## src/rtl/hdrPkg.sv

```systemverilog
package hdrPkg;
  localparam int MAGIC_LEN = 13;
  localparam logic [7:0] TAG_FIRST = 8'h61;
  localparam logic [7:0] TAG_LAST  = 8'h65;
  localparam logic [7:0] TAG_WIDE  = 8'h65;

  typedef enum logic [2:0] {
    S_IDLE, S_PREF, S_TAG, S_LEN, S_EVAL, S_SKIP
  } hdrState_e;

  typedef struct packed {
    logic clr;
    logic prefAdv;
    logic tagLoad;
    logic lenShift;
    logic skipLoad;
    logic skipStep;
    logic finish;
    logic finFound;
    logic finErr;
  } hdrStb_t;

  function automatic logic [7:0] magicByte(input logic [3:0] idx);
    case (idx)
      4'd1:                         return 8'h09;
      4'd2, 4'd4, 4'd6, 4'd8:       return 8'h0F;
      4'd3, 4'd5, 4'd7, 4'd9:       return 8'hF0;
      4'd12:                        return 8'h01;
      default:                      return 8'h00;
    endcase
  endfunction
endpackage

```

## src/rtl/hdrPath.sv

```systemverilog
module hdrPath import hdrPkg::*; #(
  parameter int LEN_W    = 32,
  parameter int BUDGET   = 100,
  parameter int TEXT_MAX = 64,
  parameter int BIG_MAX  = 307200
) (
  input  logic             clk,
  input  logic             rstN,
  input  hdrStb_t          stb,
  input  logic [7:0]       inData,
  input  logic [7:0]       reqTag,
  output logic             prefMatch,
  output logic             prefLast,
  output logic             tagOk,
  output logic             lenLast,
  output logic             budgetUsed,
  output logic             clampZero,
  output logic             skipLast,
  output logic             matchHit,
  output logic             doneOut,
  output logic             foundOut,
  output logic             errOut,
  output logic [LEN_W-1:0] lenOut
);
  localparam int CNT_W = $clog2(BUDGET + 8);
  localparam logic [CNT_W-1:0] BUDGET_C = CNT_W'(BUDGET);
  localparam logic [LEN_W-1:0] TEXT_C = LEN_W'(TEXT_MAX);
  localparam logic [LEN_W-1:0] BIG_C  = LEN_W'(BIG_MAX);
  localparam logic [3:0] LAST_IDX = 4'(MAGIC_LEN - 1);

  logic [3:0]       prefIdx;
  logic [CNT_W-1:0] budCnt;
  logic [1:0]       lenIdx;
  logic [LEN_W-1:0] lenAcc, clampedLen, skipCnt;
  logic             isBig, isMatch;

  always_comb begin
    if (isBig) clampedLen = (lenAcc > BIG_C)  ? BIG_C  : lenAcc;
    else       clampedLen = (lenAcc > TEXT_C) ? TEXT_C : lenAcc;
  end

  assign prefMatch  = (inData == magicByte(prefIdx));
  assign prefLast   = (prefIdx == LAST_IDX);
  assign tagOk      = (inData >= TAG_FIRST) && (inData <= TAG_LAST);
  assign lenLast    = (lenIdx == 2'd0);
  assign budgetUsed = (budCnt >= BUDGET_C);
  assign clampZero  = (clampedLen == '0);
  assign skipLast   = (skipCnt == LEN_W'(1));
  assign matchHit   = isMatch;

  always_ff @(posedge clk) begin
    if (!rstN) begin
      prefIdx  <= '0;
      budCnt   <= '0;
      lenIdx   <= '0;
      lenAcc   <= '0;
      skipCnt  <= '0;
      isBig    <= 1'b0;
      isMatch  <= 1'b0;
      doneOut  <= 1'b0;
      foundOut <= 1'b0;
      errOut   <= 1'b0;
      lenOut   <= '0;
    end else begin
      doneOut <= stb.finish;
      if (stb.clr) begin
        prefIdx  <= '0;
        budCnt   <= '0;
        foundOut <= 1'b0;
        errOut   <= 1'b0;
        lenOut   <= '0;
      end
      if (stb.prefAdv) prefIdx <= prefIdx + 4'd1;
      if (stb.tagLoad) begin
        budCnt  <= budCnt + 1'b1;
        isBig   <= (inData == TAG_WIDE);
        isMatch <= (inData == reqTag);
        lenIdx  <= (inData == TAG_WIDE) ? 2'd3 : 2'd1;
        lenAcc  <= '0;
      end
      if (stb.lenShift) begin
        budCnt <= budCnt + 1'b1;
        lenAcc <= {lenAcc[LEN_W-9:0], inData};
        lenIdx <= lenIdx - 2'd1;
      end
      if (stb.skipLoad) skipCnt <= clampedLen;
      if (stb.skipStep) begin
        budCnt  <= budCnt + 1'b1;
        skipCnt <= skipCnt - LEN_W'(1);
      end
      if (stb.finish) begin
        foundOut <= stb.finFound;
        errOut   <= stb.finErr;
        lenOut   <= stb.finFound ? clampedLen : '0;
      end
    end
  end


  budget_bound_chk: assert property (@(posedge clk) disable iff (!rstN)
    budCnt <= BUDGET_C + CNT_W'(4));

  err_excl_chk: assert property (@(posedge clk) disable iff (!rstN)
    errOut |-> !foundOut && lenOut == '0);

  text_clamp_chk: assert property (@(posedge clk) disable iff (!rstN)
    doneOut && foundOut && !isBig |-> lenOut <= TEXT_C);

  big_clamp_chk: assert property (@(posedge clk) disable iff (!rstN)
    doneOut && foundOut && isBig |-> lenOut <= BIG_C);

  done_pulse_chk: assert property (@(posedge clk) disable iff (!rstN)
    doneOut |=> !doneOut);
endmodule

```

## src/rtl/hdrCtrl.sv

```systemverilog
module hdrCtrl import hdrPkg::*; (
  input  logic    clk,
  input  logic    rstN,
  input  logic    startIn,
  input  logic    inValid,
  input  logic    prefMatch,
  input  logic    prefLast,
  input  logic    tagOk,
  input  logic    lenLast,
  input  logic    budgetUsed,
  input  logic    clampZero,
  input  logic    skipLast,
  input  logic    matchHit,
  output logic    inReady,
  output hdrStb_t stb
);
  hdrState_e state, nxt;

  always_comb begin
    stb     = '0;
    inReady = 1'b0;
    nxt     = state;
    case (state)
      S_IDLE: if (startIn) begin
        stb.clr = 1'b1;
        nxt     = S_PREF;
      end
      S_PREF: begin
        inReady = 1'b1;
        if (inValid) begin
          if (!prefMatch) begin
            stb.finish = 1'b1;
            stb.finErr = 1'b1;
            nxt        = S_IDLE;
          end else if (prefLast) nxt = S_TAG;
          else stb.prefAdv = 1'b1;
        end
      end
      S_TAG: begin
        if (budgetUsed) begin
          stb.finish = 1'b1;
          nxt        = S_IDLE;
        end else begin
          inReady = 1'b1;
          if (inValid) begin
            if (!tagOk) begin
              stb.finish = 1'b1;
              nxt        = S_IDLE;
            end else begin
              stb.tagLoad = 1'b1;
              nxt         = S_LEN;
            end
          end
        end
      end
      S_LEN: begin
        inReady = 1'b1;
        if (inValid) begin
          stb.lenShift = 1'b1;
          if (lenLast) nxt = S_EVAL;
        end
      end
      S_EVAL: begin
        if (matchHit) begin
          stb.finish   = 1'b1;
          stb.finFound = 1'b1;
          nxt          = S_IDLE;
        end else if (clampZero) nxt = S_TAG;
        else begin
          stb.skipLoad = 1'b1;
          nxt          = S_SKIP;
        end
      end
      S_SKIP: begin
        if (budgetUsed) begin
          stb.finish = 1'b1;
          nxt        = S_IDLE;
        end else begin
          inReady = 1'b1;
          if (inValid) begin
            stb.skipStep = 1'b1;
            if (skipLast) nxt = S_TAG;
          end
        end
      end
      default: nxt = S_IDLE;
    endcase
  end

  always_ff @(posedge clk) begin
    if (!rstN) state <= S_IDLE;
    else       state <= nxt;
  end


  hold_after_end_chk: assert property (@(posedge clk) disable iff (!rstN)
    stb.finish |=> !inReady);

  start_opens_chk: assert property (@(posedge clk) disable iff (!rstN)
    stb.clr |=> state == S_PREF);
endmodule

```

## src/rtl/bitHdrParser.sv

```systemverilog
module bitHdrParser import hdrPkg::*; #(
  parameter int LEN_W    = 32,
  parameter int BUDGET   = 100,
  parameter int TEXT_MAX = 64,
  parameter int BIG_MAX  = 307200
) (
  input  logic             clk,
  input  logic             rstN,
  input  logic             startIn,
  input  logic [7:0]       reqTag,
  input  logic [7:0]       inData,
  input  logic             inValid,
  output logic             inReady,
  output logic             doneOut,
  output logic             foundOut,
  output logic             errOut,
  output logic [LEN_W-1:0] lenOut
);
  hdrStb_t stb;
  logic prefMatch, prefLast, tagOk, lenLast, budgetUsed, clampZero, skipLast, matchHit;

  hdrCtrl u_ctrl (
    .clk(clk), .rstN(rstN), .startIn(startIn), .inValid(inValid),
    .prefMatch(prefMatch), .prefLast(prefLast), .tagOk(tagOk), .lenLast(lenLast),
    .budgetUsed(budgetUsed), .clampZero(clampZero), .skipLast(skipLast),
    .matchHit(matchHit), .inReady(inReady), .stb(stb)
  );

  hdrPath #(.LEN_W(LEN_W), .BUDGET(BUDGET), .TEXT_MAX(TEXT_MAX), .BIG_MAX(BIG_MAX)) u_path (
    .clk(clk), .rstN(rstN), .stb(stb), .inData(inData), .reqTag(reqTag),
    .prefMatch(prefMatch), .prefLast(prefLast), .tagOk(tagOk), .lenLast(lenLast),
    .budgetUsed(budgetUsed), .clampZero(clampZero), .skipLast(skipLast),
    .matchHit(matchHit), .doneOut(doneOut), .foundOut(foundOut), .errOut(errOut),
    .lenOut(lenOut)
  );
endmodule

```

## config.mk

```make
export PLATFORM = sky130hd
export DESIGN_NAME = bitHdrParser
export DESIGN_NICKNAME = d
export VERILOG_FILES = /design/src/rtl/hdrPkg.sv /design/src/rtl/hdrPath.sv /design/src/rtl/hdrCtrl.sv /design/src/rtl/bitHdrParser.sv
export SDC_FILE = /design/constraint.sdc
export NUM_CORES = 1
export LEC_CHECK = 0
export ABC_AREA = 1
export BUFFER_PORTS_ARGS = -buffer_cell sky130_fd_sc_hd__buf_2
export CAP_MARGIN = 40
export CORE_UTILIZATION = 35
export DETAILED_ROUTE_END_ITERATION = 8
export HOLD_SLACK_MARGIN = 0.06
export SLEW_MARGIN = 40
export SYNTH_ARGS = -nofsm -noshare
export SYNTH_HDL_FRONTEND = slang
export SYNTH_SLANG_ARGS = --single-unit
export TNS_END_PERCENT = 5
```

## constraint.sdc

```tcl
create_clock -name clk -period 2.9 [get_ports clk]
set_input_delay 0.58 -clock clk [delete_from_list [all_inputs] [get_ports clk]]
set_output_delay 0.58 -clock clk [all_outputs]
set_load 0.005 [all_outputs]
```

### Word level (Yosys, flattened, before mapping)

Memory sizes are Yosys's and may differ from the RTL's. A register that Yosys moved wholly into a read port is not among the register bits.
Cells that the tools add are included.

| operators by class | value |
|---|---|
| add/subtract/negate cells | 4 |
| $mul | 0 |
| divide/modulo/power cells | 0 |
| magnitude comparators | 5 |
| equality and inequality tests | 18 |
| shift operators | 0 |
| multiplexer cells | 68 |
| bitwise gates (word level) | 0 |
| reduce and logical (&&, ||, !) cells | 12 |

Operator list:

| cell | count |
|---|---|
| $mux W32 | 10 |
| $mux W3 | 13 |
| $eq A32 B1 Y1 const B | 1 |
| $gt A32 B19 Y1 const B | 1 |
| $gt A32 B7 Y1 const B | 1 |
| $logic_not A32 Y1 | 1 |
| $sub A32 B1 Y32 const B | 1 |
| $mux W1 | 29 |
| $mux W7 | 4 |
| $pmux W3 S6 | 1 |
| $eq A8 B8 Y1 | 2 |
| $mux W4 | 4 |
| $ne A3 B3 Y1 const B | 4 |
| $mux W2 | 5 |
| $eq A8 B7 Y1 const B | 1 |
| $ge A8 B7 Y1 const B | 1 |
| $le A8 B7 Y1 const B | 1 |
| $ne A2 B2 Y1 const B | 4 |
| $reduce_and A8 Y1 | 1 |
| $reduce_bool A2 Y1 | 4 |
| $add A7 B1 Y7 const B | 1 |
| $ge A7 B7 Y1 const B | 1 |
| $eq A3 B2 Y1 const B | 2 |
| $eq A3 B3 Y1 const B | 2 |
| other kinds (11) | 12 |

| storage, ports and cells | value |
|---|---|
| flip-flop bits (word level) | 117 |
| bits in latches | 0 |
| bits in writable memories | 0 |
| ROM bits | 128 |
| bits of input ports | 20 |
| output and inout bits | 36 |
| word-level logic and storage cells | 120 |
| memories | 1 |

Memory list:

| name | depth | bits a word | read ports | clocked after Yosys merged registers in | wr ports | RTL line | text |
|---|---|---|---|---|---|---|---|
| (no name shown) | 16 | 8 | 1 | 1 | 0 | hdrPkg.sv:24 | `case (idx)` |

### Depth between registers and ports, before layout

Gate-level depths: netlist (run 1).

| logic depth | value |
|---|---|
| word-level depth | 9 |
| gate-level depth with buffers | 18 |
| gate-level depth less buffers | 17 |

### Modules after synthesis

Synthesis (run 1) repeated with hierarchy kept, for this count alone.

| second synthesis, totals | value |
|---|---|
| cell total of the unflattened synthesis | 945 |
| area, all modules | 6,338.6 µm² |

By module, submodules not included:

| module | instances | cells an instance | area an instance (µm²) | seq. area each (µm²) |
|---|---|---|---|---|
| hdrPath | 1 | 849 | 5,864.4 | 2,362.3 |
| hdrCtrl | 1 | 96 | 474.2 | 60.1 |

### Least setup slack after synthesis (run 1)

Ideal clock, no wire load.

| timing path | value |
|---|---|
| kind | input-to-reg |
| start | input inData[1] |
| end | register with a tool-made name |
| setup time | 0.114 ns |
| arrival | 2.245 ns |
| data required time | 2.786 ns |
| slack | 0.541 ns |
| stages on the path | 15 |
| path buffers | 0 |
| cell sequence | inv_1 -> nand2_1 -> o21ai_0 -> nand2_1 -> nor2_1 -> nand4_1 -> o21ai_0 -> o21ai_0 -> nor2_1 -> inv_1 -> ha_1 -> nand2_1 -> nand2_1 -> nand2_1 -> nand2_1 |

RTL lines:

| what | RTL line | text |
|---|---|---|
| start: declaration | bitHdrParser.sv:11 | `input logic [7:0] inData,` |

### Final worst setup path (run 1)

| timing path | value |
|---|---|
| start | register u_path.lenAcc[20] |
| end | register u_path.skipCnt[15] |

| between the ends | value |
|---|---|
| word-level cells in the longest chain between the ends | 8 |
| elaborated cells between the ends (all ways) | 12 |
| those cells by class | 2 x order compare; 8 x mux; 2 x reduce/logical |

RTL lines:

| what | RTL line | text |
|---|---|---|
| start: declaration | hdrPath.sv:34 | `logic [LEN_W-1:0] lenAcc, clampedLen, skipCnt;` |
| start signal: assignment | hdrPath.sv:83 | `lenAcc <= {lenAcc[LEN_W-9:0], inData};` |
| $gt A32 B7 Y1 or $gt A32 B19 Y1 (tied branches) | hdrPath.sv:39, hdrPath.sv:38 |  |
| $mux W32 (on tied branches) | hdrPath.sv:39, hdrPath.sv:38 |  |
| $mux W32 * | hdrPath.sv:38 | `if (isBig) clampedLen = (lenAcc > BIG_C) ? BIG_C : lenAcc;` |
| $logic_not A32 Y1 | hdrPath.sv:47 | `assign clampZero = (clampedLen == '0);` |
| $mux W1 | hdrCtrl.sv:68 | `end else if (clampZero) nxt = S_TAG;` |
| $mux W1 | hdrCtrl.sv:64 | `if (matchHit) begin` |
| $mux W1 | hdrCtrl.sv:23 | `case (state)` |
| $reduce_bool A2 Y1 (no source line) | n/a |  |
| end signal: assignment | hdrPath.sv:86 | `if (stb.skipLoad) skipCnt <= clampedLen;` |
| end signal: assignment | hdrPath.sv:89 | `skipCnt <= skipCnt - LEN_W'(1);` |
| end: declaration | hdrPath.sv:34 |  |

Mark *: on every way between the ends. The rest lies on a longest branch, timed or not. The select of a mux whose other input is x is not followed.
A chain may end at the register's enable or synchronous reset.

==> out/qor.txt, run 1 <==
status: completed
Worst EP required: 3210 ps
CTS HTree Levels: 4
hold buffers post-CTS: 0
num ports: 56
final wirelength: 16,500 um
most frequent cells in the layout: 291 x nand2_1, 133 x nor2_1, 121 x dfxtp_1
gr usage total: 0.184
Setup Fix Bufs, Post-CTS: 0
Max-slew headroom: 0.602
Cells after Synth: 987
synthesized area: 6460 um^2
met3 Use GR: 0.0398
post-synth cell types: 42
Crit Path Class: reg2reg
total inserted antenna cells: 0
hpwl dp: 11,700 um
sequential power share: 0.435
Area growth syn-to-layout: 16.2%
clk sink count: 121
share of cells above drive strength 1: 0.119
global-route wire length before repair: 27,400 um
setup_tns: 0 ps
final-report hold violation count: 0
fmax: 401 MHz
Syn Area/Cell: 6.55 um^2
number of global-route vias before repair: 5,705
met1 usage: 0.238
Syn. warnings: 0
first-pass detailed-route iteration total: 4
DR iter-0 viols: 418
logic gate share of total power: 0.045
PwrDens: 513 nW/um^2
Die X: 138 um
leakage dissipation: 0.00335 uW
DRC: 0
Tot Pwr: 3860 uW
chip height: 138 um
Hold Path Class: reg2reg
total CTS buffers: 17
num rows: 49
gr busiest metal: met2
Nets: 1,068
Max Cap Viol: 0
GR Util met2: 0.304
drt wl/cell: 12.9 um
worst skew pair latency: 420 ps
Worst Setup End Kind: flop
Place WS: 212 ps
Clock Tree Buf Depth: 2
Worst Path Arrival: 2800 ps
clk slew on worst S/H paths: 50 ps
number of synthesized register bits: 121
min cycle time layout: 2490 ps
Vias/cell: 4.83
Layout fillers: 1,962
pin count of the biggest net entering global routing: 56
GR Overflow Total: 0
Initial Util: 0.359
PortBufs: 55
Internal Power: 3000 uW
commonest non-fill, non-tap cell in the layout: nand2_1
Non-Filler Instances: 1,276
post-synthesis net count: 1,019
Max VDD drop: 0.413 mV
post-cts resize count: 0
core footprint: 18,000 um^2
Slew Viols, Final: 0
worst-path maximum fanout: 27
Seq/Total Area, Yosys: 0.375
final setup fails: 0
Final Wtd Congestion: 0.818
Critical Path Start Type: flop
Slew @ Worst Pin: 598 ps
die area: 19,000 um^2
root buf cell: clkbuf_16
final worst slack: 408 ps
net switching power: 858 uW
Placed Cells: 1,246
switch share: 0.222
antenna violations before repair: 0
post-route ant nets: 0
CTS tree: built
crit share post-route: 0.859
worst clock skew: 10.2 ps
DR vias: 6,160
RSZ-0062 raised after global routing: false
Clk pwr share: 0.521
[critical path, cell delays in order (launching register included)]
cell and delay, ps:
dfxtp_1 320, nor2_1 180, nand2_1 100, inv_1 80
nand2_1 50, nor2_1 110, nand2_1 100, nand3_2 210
inv_1 120, a21oi_1 290, nor2_2 90, nand3_2 80
nand2_4 150, nand2_4 300, nand2_1 90, nand2_1 70
nor2_1 40
[synthesized netlist by cell type (all sizes together)]
| cell | instances | share of area |
|---|---|---|
| or2 | 11 | 0.011 |
| a41oi | 1 | 0.0014 |
| dfxtp | 121 | 0.37 |
| o211a | 1 | 0.0015 |
| and2 | 1 | 0.00097 |
| o2111ai | 3 | 0.0041 |
| nand3b | 5 | 0.0058 |
| buf | 17 | 0.018 |
| o31ai | 3 | 0.0035 |
| clkbuf | 21 | 0.012 |
| and3 | 2 | 0.0019 |
| ha | 12 | 0.023 |
| clkinv | 1 | 0.00058 |
| a31oi | 2 | 0.0019 |
| a211oi | 1 | 0.0012 |
| o21ai | 28 | 0.022 |
| nor2 | 140 | 0.084 |
| xor2 | 20 | 0.027 |
| nand2 | 295 | 0.17 |
| o22ai | 3 | 0.0029 |
| nor4 | 2 | 0.0019 |
| o21bai | 1 | 0.0029 |
| inv | 95 | 0.055 |
| o21a | 1 | 0.0012 |
| xnor2 | 5 | 0.0068 |
| a21oi | 99 | 0.077 |
| nand3 | 52 | 0.043 |
| mux2i | 1 | 0.0015 |
| nand4 | 19 | 0.018 |
| o211ai | 4 | 0.0046 |
| nor3 | 20 | 0.017 |
[layout make-up]
| cell class | instances | area, um^2 | share of cell area |
|---|---|---|---|
| sequential | 121 | 2420 | 0.322 |
| tap | 229 | 287 | 0.0381 |
| clock buffer | 22 | 454 | 0.0604 |
| inverter | 96 | 360 | 0.0480 |
| multi-input combinational | 732 | 3490 | 0.465 |
| clock inverter | 8 | 98.8 | 0.0132 |
| timing repair buffer | 68 | 398 | 0.0529 |
[per-layer routing]
layer | up-vias | part of all wire | routed length (um)
met4 | 0 | 0.013 | 207
li1 | 3254 | - | -
met3 | 17 | 0.032 | 530
met1 | 2812 | 0.49 | 8020
met5 | - | 0 | 0
met2 | 77 | 0.47 | 7760
[through the flow]
step / hold WS, ps / util / instance area (um^2)
after CTS: 433 / 0.417 / 7510
after global placement: 422 / 0.386 / 6960
after detailed placement: 424 / 0.386 / 6960
final: 434 / 0.417 / 7510
after global routing: 462 / 0.417 / 7510
after floorplan: 434 / - / 6460
[power groups by stage]
stage	clock network [uW]	logic (uW)	registers (uW)
after floorplan	0	107	1710
final	2010	173	1680
after detailed placement	0	174	1710
after global routing	2120	193	1680
after global placement	0	173	1710
after CTS	2050	174	1680
[final timing paths]
kind	from	end	slack (ps)	depth (start not counted)
setup reg to reg	u_path.lenAcc[20]	u_path.skipCnt[15]	410	16
hold reg to reg	u_path.lenOut[27]	u_path.lenOut[27]	430	2
setup / recovery	u_path.lenAcc[20]	u_path.skipCnt[15]	410	16
hold / removal	u_path.lenOut[27]	u_path.lenOut[27]	430	2
[state kept, by name (all words and copies together) (netlist names), 2 cells and up, named ones only]
| register | count |
|---|---|
| u_ctrl.state | 3 |
| u_path.skipCnt | 32 |
| u_path.lenAcc | 32 |
| u_path.budCnt | 7 |
| u_path.prefIdx | 4 |
| u_path.lenIdx | 2 |
| u_path.lenOut | 32 |
[logic make-up (layout without fill, tap and decap cells)]
logic type | after synthesis | after routing | share of synthesized area
AND/OR/NAND/NOR | 547 | 547 | 0.358
buffers and inverters | 134 | 194 | 0.0855
flip-flops | 121 | 121 | 0.375
XOR/XNOR | 25 | 25 | 0.0339
multiplexers | 1 | 1 | 0.00155
adder cells (fa/ha/maj) | 12 | 12 | 0.0232
AO/OA/AOI/OAI | 147 | 147 | 0.123
Power figures use the tool's default switching activity.
==> run 2: changes to the inputs <==
--- a/config.mk
+++ b/config.mk
@@ -5,7 +5,6 @@
 export SDC_FILE = /design/constraint.sdc
 export NUM_CORES = 1
 export LEC_CHECK = 0
-export ABC_AREA = 1
 export BUFFER_PORTS_ARGS = -buffer_cell sky130_fd_sc_hd__buf_2
 export CAP_MARGIN = 40
 export CORE_UTILIZATION = 35
==> run 2 against run 1 <==
Against the previous run: power up 18%; critical path depth is 10 lower; combinational power increased to 4.1 times the previous value; final cell count decreased by 21%; fmax down 5.2%; sequential power up 4%; global-route usage rose by 1.5 points; cell area decreased by 4.9%; flip-flop and latch count unchanged; largest power group unchanged.
==> out/qor.txt, run 2 <==
most frequent cells in the layout: 121 x dfxtp_1, 70 x nand2_1, 66 x a21oi_1
Hold Path Class: reg2reg
R2R depth: 6
Final Wtd Congestion: 0.825
Final Util: 0.446
ys async rst share: 0
Worst Path Arrival: 2960 ps
final worst slack: 270 ps
EDFF count, synth: 0
Initial Util: 0.362
Nets: 812
number of synthesized register bits: 121
Syn Area/Cell: 8.26 um^2
Crit Path Class: reg2reg
Worst R2R Setup Slack: 270 ps
worst skew pair latency: 430 ps
worst clock skew: 13.4 ps
hpwl dp: 11,100 um
drt wl/cell: 16.0 um
DRC: 0
worst-path maximum fanout: 6
Clock Tree Buf Depth: 2
PwrDens: 638 nW/um^2
sequential power share: 0.382
DR vias: 5,474
Area growth syn-to-layout: 23.2%
fmax: 380 MHz
logic gate share of total power: 0.156
Layout fillers: 1,674
number of global-route vias before repair: 5,101
gr usage total: 0.199
post-cts resize count: 0
die area: 17,100 um^2
num ports: 56
Syn. warnings: 0
crit share post-route: 0.907
antenna violations before repair: 0
PortBufs: 55
switch share: 0.276
num rows: 46
most common cell in the netlist: dfxtp_1
Cells after Synth: 702
first-pass detailed-route iteration total: 5
clk slew on worst S/H paths: 60 ps
Max VDD drop: 0.401 mV
commonest non-fill, non-tap cell in the layout: dfxtp_1
Worst Setup End Kind: flop
Internal Power: 3300 uW
leakage dissipation: 0.00290 uW
CTS HTree Levels: 4
Worst EP required: 3230 ps
WHS Path Cells: 1
final setup fails: 0
Slew @ Worst Pin: 598 ps
root buf cell: clkbuf_16
Place WS: 43.7 ps
CTS tree: built
Die X: 131 um
top-area cell type share of the netlist area: 0.418
Slew Viols, Final: 0
net switching power: 1260 uW
Vias/cell: 5.43
ranking of synthesized cells by area: dfxtp_1 42%, a21oi_1 5.7%, nand3_1 5.4%
fin area: 7140 um^2
Critical Path Start Type: flop
final wirelength: 16,200 um
GR Overflow Total: 0
final-report hold violation count: 0
biggest regs: u_path.lenAcc x32, u_path.lenOut x32, u_path.skipCnt x32
hold buffers post-CTS: 0
RSZ-0062 raised after global routing: false
Seq/Total Area, Yosys: 0.418
Clk pwr share: 0.462
share of cells above drive strength 1: 0.189
global-route wire length before repair: 26,100 um
Max-slew headroom: 0.596
Primary FF master, synth: dfxtp_1
Synth area leader: dfxtp_1
synthesized area: 5800 um^2
Post-DP Area: 6550 um^2
Post-synth top cells: 121 x dfxtp_1, 70 x nand2_1, 66 x a21oi_1
total CTS buffers: 17
setup_tns: 0 ps
pin count of the biggest net entering global routing: 38
post-synth cell types: 68
post-route ant nets: 0
chip height: 131 um
min cycle time layout: 2630 ps
core footprint: 16,000 um^2
DR iter-0 viols: 361
Max Cap Viol: 0
clk sink count: 121
total inserted antenna cells: 0
post-synthesis net count: 734
status: completed
Setup Fix Bufs, Post-CTS: 0
[run 2: cell types whose count changed in the layout (fill, tap and decap cells not counted), sizes merged, moves of 13 or more]
cell	change
a22o	+15
a31oi	+20
nor2	-98
nand2	-225
nor4	+14
inv	-76
a21oi	-33
buf	+33
xor2	-13
and2	+13
[run 2: cell families after synthesis]
| logic type | Yosys count | share of synthesized area |
|---|---|---|
| and+or+nand+nor | 296 | 0.263 |
| AOI/OAI and AO/OA | 190 | 0.217 |
| DFF | 121 | 0.418 |
| buffers and inverters | 60 | 0.0399 |
| xor gates and xnor gates | 19 | 0.0287 |
| adders and majority gates | 12 | 0.0259 |
| muxes | 4 | 0.00734 |
[run 2: through the flow]
stage          std cells  hold slack, ps  power, uW
2_1_floorplan        702             444       2240
3_3_place_gp         977             431       2480
3_5_place_dp         977             437       2480
4_1_cts             1009             438       4590
5_1_grt             1009             455       4740
6_report            1009             446       4560
[run 2: path summary, 6_finish.rpt]
kind                           from                to
hold / removal     u_path.lenOut[6]  u_path.lenOut[6]
setup / recovery  u_path.skipCnt[4]   u_ctrl.state[2]
setup reg to reg  u_path.skipCnt[4]   u_ctrl.state[2]
hold reg to reg    u_path.lenOut[6]  u_path.lenOut[6]
[run 2: power by group through the flow]
stage	clock network, uW	registers [uW]	logic (uW)
2_1_floorplan	0	1770	468
4_1_cts	2140	1740	711
5_1_grt	2210	1750	781
3_3_place_gp	0	1780	706
3_5_place_dp	0	1780	708
6_report	2100	1740	712
[run 2: cell type report]
| type | count | area, um^2 | share of cell area |
|---|---|---|---|
| well taps | 216 | 270 | 0.0378 |
| clock inverters | 9 | 114 | 0.0159 |
| clock buffers | 23 | 478 | 0.0669 |
| multi-input cells | 521 | 3160 | 0.442 |
| repair buffers | 101 | 633 | 0.0886 |
| inverters | 18 | 67.6 | 0.00946 |
| flip-flops and latches | 121 | 2420 | 0.339 |
[run 2: metal layers]
layer | global-route usage | share of wire
met1 | 0.262 | 0.48
met2 | 0.317 | 0.47
met3 | 0.0460 | 0.044
met4 | 0.0764 | 0.013
met5 | 0 | 0
[run 2: critical path: stages, from the launching register on]
cell	delay (ps)
dfxtp_1	350
or4_1	600
or4_1	560
o31a_1	320
a211oi_4	330
a31oi_1	130
a311oi_1	230
